==> config.mk <==
export PLATFORM = sky130hd
export DESIGN_NAME = tile_pattern_gen
export DESIGN_NICKNAME = d
export VERILOG_FILES = /design/src/rtl/tile_pattern_gen.sv
export SDC_FILE = /design/constraint.sdc
export NUM_CORES = 1
export LEC_CHECK = 0
export BUFFER_PORTS_ARGS = -buffer_cell sky130_fd_sc_hd__clkbuf_2
export CORE_UTILIZATION = 50
export DETAILED_ROUTE_END_ITERATION = 8
export PLACE_DENSITY = 0.82
export SLEW_MARGIN = 15
export SYNTH_ARGS = -nofsm -noshare
export SYNTH_HDL_FRONTEND = slang
export SYNTH_SLANG_ARGS = --single-unit
==> constraint.sdc <==
create_clock -name clk -period 2.05 [get_ports clk]
set_input_delay 0.1025 -clock clk [delete_from_list [all_inputs] [get_ports clk]]
set_output_delay 0.1025 -clock clk [all_outputs]
set_load 0.02 [all_outputs]
==> src/rtl/tile_pattern_gen.sv <==
module tile_pattern_gen #(
  parameter int COORD_W     = 6,
  parameter int GRID_LOG2   = 3,
  parameter int STEP_CYCLES = 15_000_000,
  parameter int BANNER_TOP  = 8,
  parameter int BANNER_ROWS = 6,
  parameter logic [23:0] GREY_RGB = 24'h202020
) (
  input  logic               clk,
  input  logic               rst_n,
  input  logic [1:0]         mode_sw,
  input  logic               pix_req,
  input  logic [COORD_W-1:0] pix_x,
  input  logic [COORD_W-1:0] pix_y,
  input  logic               glyph_bit,
  output logic               pix_valid,
  output logic [23:0]        pix_rgb
);
  localparam int CNT_W = $clog2(STEP_CYCLES);
  localparam logic [CNT_W-1:0] CNT_LAST = CNT_W'(STEP_CYCLES - 1);
  localparam logic [COORD_W:0] BAN_LO = (COORD_W+1)'(BANNER_TOP);
  localparam logic [COORD_W:0] BAN_HI = (COORD_W+1)'(BANNER_TOP + BANNER_ROWS);
  localparam logic [23:0] WHITE = 24'hFFFFFF;
  localparam logic [23:0] GREEN = 24'h00FF00;

  logic [CNT_W-1:0]     step_cnt;
  logic [GRID_LOG2-1:0] grid_ofs;

  wire step_end = (step_cnt == CNT_LAST);

  always_ff @(posedge clk) begin
    if (!rst_n) begin
      step_cnt <= '0;
      grid_ofs <= '0;
    end else if (step_end) begin
      step_cnt <= '0;
      grid_ofs <= grid_ofs + 1'b1;
    end else begin
      step_cnt <= step_cnt + 1'b1;
    end
  end

  wire [GRID_LOG2-1:0] x_rel = pix_x[GRID_LOG2-1:0] - grid_ofs;
  wire [GRID_LOG2-1:0] y_rel = pix_y[GRID_LOG2-1:0] - grid_ofs;
  wire grid_on   = (x_rel == '0) || (y_rel == '0);
  wire in_banner = ({1'b0, pix_y} >= BAN_LO) && ({1'b0, pix_y} < BAN_HI);
  wire grey_mode = (mode_sw == 2'b11);
  wire text_mode = mode_sw[0] ^ mode_sw[1];

  logic [23:0] next_rgb;
  always_comb begin
    if (grey_mode)                           next_rgb = GREY_RGB;
    else if (text_mode && in_banner && glyph_bit) next_rgb = GREEN;
    else if (grid_on)                        next_rgb = WHITE;
    else                                     next_rgb = 24'h000000;
  end

  always_ff @(posedge clk) begin
    if (!rst_n) begin
      pix_valid <= 1'b0;
      pix_rgb   <= '0;
    end else begin
      pix_valid <= pix_req;
      if (pix_req) pix_rgb <= next_rgb;
    end
  end
endmodule


# Word-level counts from Yosys, hierarchy flattened

Cells that the tools add are included.

Add/sub/neg operators: 4
Magnitude comparators: 2
Equality and inequality tests: 2
Multiplexer cells: 3
Bitwise gates (word level): 2
Reductions and logical operators: 7

Operators with widths:

| kind                                                                                | count |
|---|---|
| 24-bit two-way mux                                                                  | 3 |
| 24-bit by 1-bit adder with 24-bit output, second input constant                     | 1 |
| 24-bit == test, second input constant                                               | 1 |
| 6-bit by 4-bit greater-or-equal comparator with 1-bit output, second input constant | 1 |
| 3-bit logical NOT                                                                   | 2 |
| 6-bit by 4-bit less-than comparator with 1-bit output, second input constant        | 1 |
| 3-bit subtractor                                                                    | 2 |
| 3-bit by 1-bit adder with 3-bit output, second input constant                       | 1 |
| 1-bit logical AND                                                                   | 3 |
| 2-bit == test, second input constant                                                | 1 |
| 2-bit OR reduction                                                                  | 1 |
| 1-bit logical OR                                                                    | 1 |
| 1-bit inverter                                                                      | 1 |
| 1-bit XOR                                                                           | 1 |

Register bits after elaboration: 52
Input bits: 18
Word-level logic and storage cells: 24

# Logic depth before layout (Yosys ltp)

Word-level depth: 6
Mapped depth: 7
Mapped depth without buffers: 7

# Worst setup path after synthesis

OpenSTA, ideal clock, no wires.

Path kind: flip-flop to flip-flop
From: reg step_cnt[2]
To: reg step_cnt[10]
Arrival time: 1509 ps
Required time: 1935 ps
Slack: 426 ps
Cell stages (with the launch flop): 8
Cell sequence: dfxtp_1 and4_4 nand3_2 nor4_4 nand2b_1 buf_6 buf_8 nor2_1

Cells in the longest elaborated chain, start to end: 2

RTL lines:

| item                                                                                             | line | text |
|---|---|---|
| start, declared                                                                                  | 26   | `logic [CNT_W-1:0] step_cnt;` |
| start signal, assigned                                                                           | 39   | `step_cnt <= step_cnt + 1'b1;` |
| parallel branches: the longest is 2 deep, another holds 24-bit by 1-bit adder with 24-bit output | -    |  |

Several ways; the timed one is not identified.
A chain may end at the register's enable or synchronous reset.

# Worst setup path in the final report

From: reg step_cnt[2]
To: reg step_cnt[23]

Same word-level chain as after synthesis.

==> impl_results.rst <==
.. list-table::
   :header-rows: 1

   * - Metric
     - Value
   * - Final critical path time including I/O delays and setup
     - 1.712 ns
   * - Compound-Gate Fraction of Synth Area
     - 3.261%
   * - Total of flip-flops plus latches after synthesis
     - 32
   * - Number of warnings issued by yosys
     - 0
   * - Initial core utilization
     - 54.76%
   * - Hold WC Path Type
     - in2reg
   * - Distinct cells, synth
     - 33
   * - Seq/Total Area, Yosys
     - 37.10%
   * - Total power
     - 0.001128 W
   * - Vias per Instance
     - 4.985
   * - Worst slew pin tran
     - 0.4826 ns
   * - Vias
     - 1321
   * - Highest achievable clock rate
     - 0.5842 GHz
   * - Status
     - complete, no violations
   * - Crit path max-delay family
     - simple AND/OR/NAND/NOR gates
   * - Number of logic stages on the critical path including buffering
     - 5
   * - Number of antenna cells inserted
     - 0
   * - Adder-cell share of the synthesized area
     - 5.072%
   * - Area growth, synth to finish
     - 8.044%
   * - Non-filler cells in the finished layout
     - 265
   * - WP buf/inv
     - 0
   * - Number of buffers added by the clock tree synthesis step
     - 5
   * - Fraction of layout cells with a size suffix above 1
     - 24.89%
   * - Main combinational cell family by area after synthesis
     - simple AND/OR/NAND/NOR gates
   * - Net count after synthesis
     - 220
   * - Count of flip-flops with a built-in enable after synthesis
     - 0
   * - Critical path peak fanout
     - 7
   * - Cts repair resizes
     - 0
   * - Num rows
     - 20
   * - Post-layout net count
     - 245
   * - Number of cells produced by synthesis
     - 195
   * - Combined flip-flop and latch cell area
     - 640.6 µm²
   * - Fin Setup TNS
     - 0 ns
   * - I/O Buffers
     - 39
   * - Remaining Overflow, GRT
     - 0
   * - Setup crit start kind
     - register
   * - Detailed Place HPWL
     - 2.003 mm
   * - CTS H-Tree Depth
     - 2
   * - Simple logic cell fraction of the synthesized area
     - 27.46%
   * - R2R cell count
     - 5
   * - DR WL met2
     - 1.322 mm
   * - CTS tree
     - done
   * - Mux contribution to synthesized area
     - 0.5797%
   * - Number of nets with antenna violations after routing
     - 0
   * - Vias in the first global route
     - 1175
   * - Slowest stage delay, CP
     - 0.53 ns
   * - Remaining max-slew budget at the tightest pin
     - 67.53%
   * - Uppermost routed layer
     - met4
   * - Xor and xnor area share after synthesis
     - 13.70%
   * - Final Cycle Share
     - 83.50%
   * - Placed cell count
     - 257
   * - Number of top-level pins
     - 43
   * - GRT Util Overall
     - 17.42%
   * - Number of failing setup endpoints in the final timing report
     - 0
   * - Router iterations before antenna repair
     - 4
   * - Sink Count
     - 32
   * - Reported max-cap violation count
     - 0
   * - Post-DR wirelength/cell
     - 10.24 µm
   * - Share of the synthesized area in the top cell type
     - 37.10%
   * - GPL Wtd Cong
     - 0.7690
   * - X dimension of the die
     - 60.77 µm
   * - Utilization after layout
     - 59.17%
   * - Clk Tree Root Cell
     - sky130_fd_sc_hd__clkbuf_4
   * - Max IR drop VDD
     - 0.0004766 V
   * - Clock Latency Late Sink
     - 0.33 ns
   * - Total wire length
     - 2.713 mm
   * - Cell depth of the worst hold path
     - 2
   * - Met3 Wirelength
     - 145 µm
   * - Wire length of the first global-routing pass
     - 4.705 mm
   * - Most area-hungry cell type in the Yosys netlist
     - sky130_fd_sc_hd__dfxtp_1
   * - Flip-flop cell with the highest count after synthesis
     - sky130_fd_sc_hd__dfxtp_1
   * - Share of synthesized registers carrying an async set or reset
     - 0%
   * - Fill cells
     - 294
   * - Cells taking the most area after synthesis
     - sky130_fd_sc_hd__dfxtp_1, sky130_fd_sc_hd__xor2_1, sky130_fd_sc_hd__buf_4
   * - Post-route DRC violation count
     - 0
   * - Initial antenna violation count
     - 0
   * - Height of the die
     - 60.77 µm
   * - Worst endpoint data arrival time
     - 1.94 ns
   * - Endpoints failing hold
     - 0
   * - Final hold slack
     - 0.04496 ns
   * - Leakage power figure
     - 0.7990 nW
   * - Most used cell along the critical path
     - sky130_fd_sc_hd__nand4_1
   * - Hold buffers post-CTS
     - 0
   * - Number of DRC markers after the initial detailed-route iteration
     - 39
   * - CTS Buffer Depth
     - 2
   * - Ratio of total power to cell area
     - 604.6 nW/µm²
   * - Cell Area, Synth
     - 1727 µm²
   * - Mean post-synth cell area
     - 8.855 µm²
   * - Floorplan die area
     - 3692 µm²
   * - Maximum number of pins on one net before global-route repair
     - 25
   * - Area inside the core boundary
     - 3153 µm²
   * - Required time of the worst setup path
     - 2.28 ns
   * - Sort of element at the end of the critical path
     - register
   * - Final Skew
     - 0.007356 ns
   * - Clock transition at the registers of the reported paths
     - 0.10 ns
   * - Setup CP Type
     - reg2reg
   * - Count of pins over their slew limit
     - 0
   * - Routed length on met1
     - 1.221 mm
   * - Unrepaired setup endpoints after global routing
     - no
   * - Footprint of the multi-input gates
     - 864.6 µm²
   * - Crit-path cells
     - nand4_1, nor4_4, nand4_1, xor2_1, nor2_1
   * - CP max-delay cell
     - sky130_fd_sc_hd__nor4_4
   * - Buffer count from post-CTS setup fixing
     - 0
==> layer usage <==
metal / global-route usage, % / vias up
met5: 0 / -
met4: 4.870 / 0
met3: 7.036 / 2
met2: 30.61 / 41
met1: 19.47 / 602
li1: - / 676
==> layout make-up <==
cell class / instances / area share [%]
clock buffers: 6 / 2.750
clock inverters: 2 / 0.5366
inverters: 7 / 1.408
multi-input cells: 132 / 46.34
flip-flops and latches: 32 / 34.34
well taps: 44 / 2.951
repair buffers: 42 / 11.67
==> metrics by stage <==
step,setup WS [ns],instance area [µm²]
2_1_floorplan,0.4261,1727
3_3_place_gp,0.3798,1804
3_5_place_dp,0.3440,1804
4_1_cts,0.3285,1866
5_1_grt,0.1913,1866
6_report,0.3383,1866
==> state kept, by name, summed over array words and instances (netlist names) <==
signal     cells
step_cnt      24
pix_rgb        4
grid_ofs       3
pix_valid      1
==> cell usage after synthesis (2+ instances only) <==
| cell | n |
|---|---|
| sky130_fd_sc_hd__nor3_1 | 2 |
| sky130_fd_sc_hd__nand3_1 | 10 |
| sky130_fd_sc_hd__and2_1 | 3 |
| sky130_fd_sc_hd__xnor2_1 | 8 |
| sky130_fd_sc_hd__nor4_4 | 2 |
| sky130_fd_sc_hd__nand2_1 | 15 |
| sky130_fd_sc_hd__buf_4 | 20 |
| sky130_fd_sc_hd__nor4_1 | 2 |
| sky130_fd_sc_hd__xor2_1 | 19 |
| sky130_fd_sc_hd__nand2b_1 | 2 |
| sky130_fd_sc_hd__nor2_1 | 29 |
| sky130_fd_sc_hd__nor2b_1 | 4 |
| sky130_fd_sc_hd__o21ai_0 | 3 |
| sky130_fd_sc_hd__buf_8 | 2 |
| sky130_fd_sc_hd__inv_1 | 7 |
| sky130_fd_sc_hd__dfxtp_1 | 32 |
| sky130_fd_sc_hd__ha_1 | 7 |
| sky130_fd_sc_hd__nand4_1 | 8 |
| sky130_fd_sc_hd__a21oi_1 | 4 |
| sky130_fd_sc_hd__nand3b_1 | 3 |
==> report_power, final <==
group	total, W	switching [W]	internal [W]
clock	0.000376	0.000213	0.000163
combinational	0.000109	0.0000668	0.0000424
sequential	0.000643	0.0000106	0.000632
==> layout by cell type, fill, tap and decap left out, drive strengths merged <==
cell and n:
a21boi 1, a21oi 4, and2 3, and3 1, and4 1, buf 3, clkbuf 45, clkinv 2
dfxtp 32, ha 7, inv 7, mux2i 1, nand2 15, nand2b 2, nand3 11, nand3b 3
nand4 8, nand4b 1, nor2 29, nor2b 4, nor3 2, nor3b 1, nor4 5, nor4b 1
o21a 1, o21ai 3, o22ai 1, xnor2 8, xor2 19
==> worst paths after layout <==
path / to / slack [ns] / startpoint
max: step_cnt[23] / 0.34 / step_cnt[2]
min: pix_rgb[21] / 0.04 / pix_req
max reg2reg: step_cnt[23] / 0.34 / step_cnt[2]
min reg2reg: step_cnt[0] / 0.47 / step_cnt[0]
==> logic make-up (layout without fill, tap and decap cells) <==
kind of cell	Yosys count	after routing
flops	32	32
fa+ha+maj	7	7
xor+xnor	27	27
buf+inv	31	57
compound gates	10	10
simple gates	87	87
mux	1	1
Note: power is estimated with default switching activity, not from simulation.
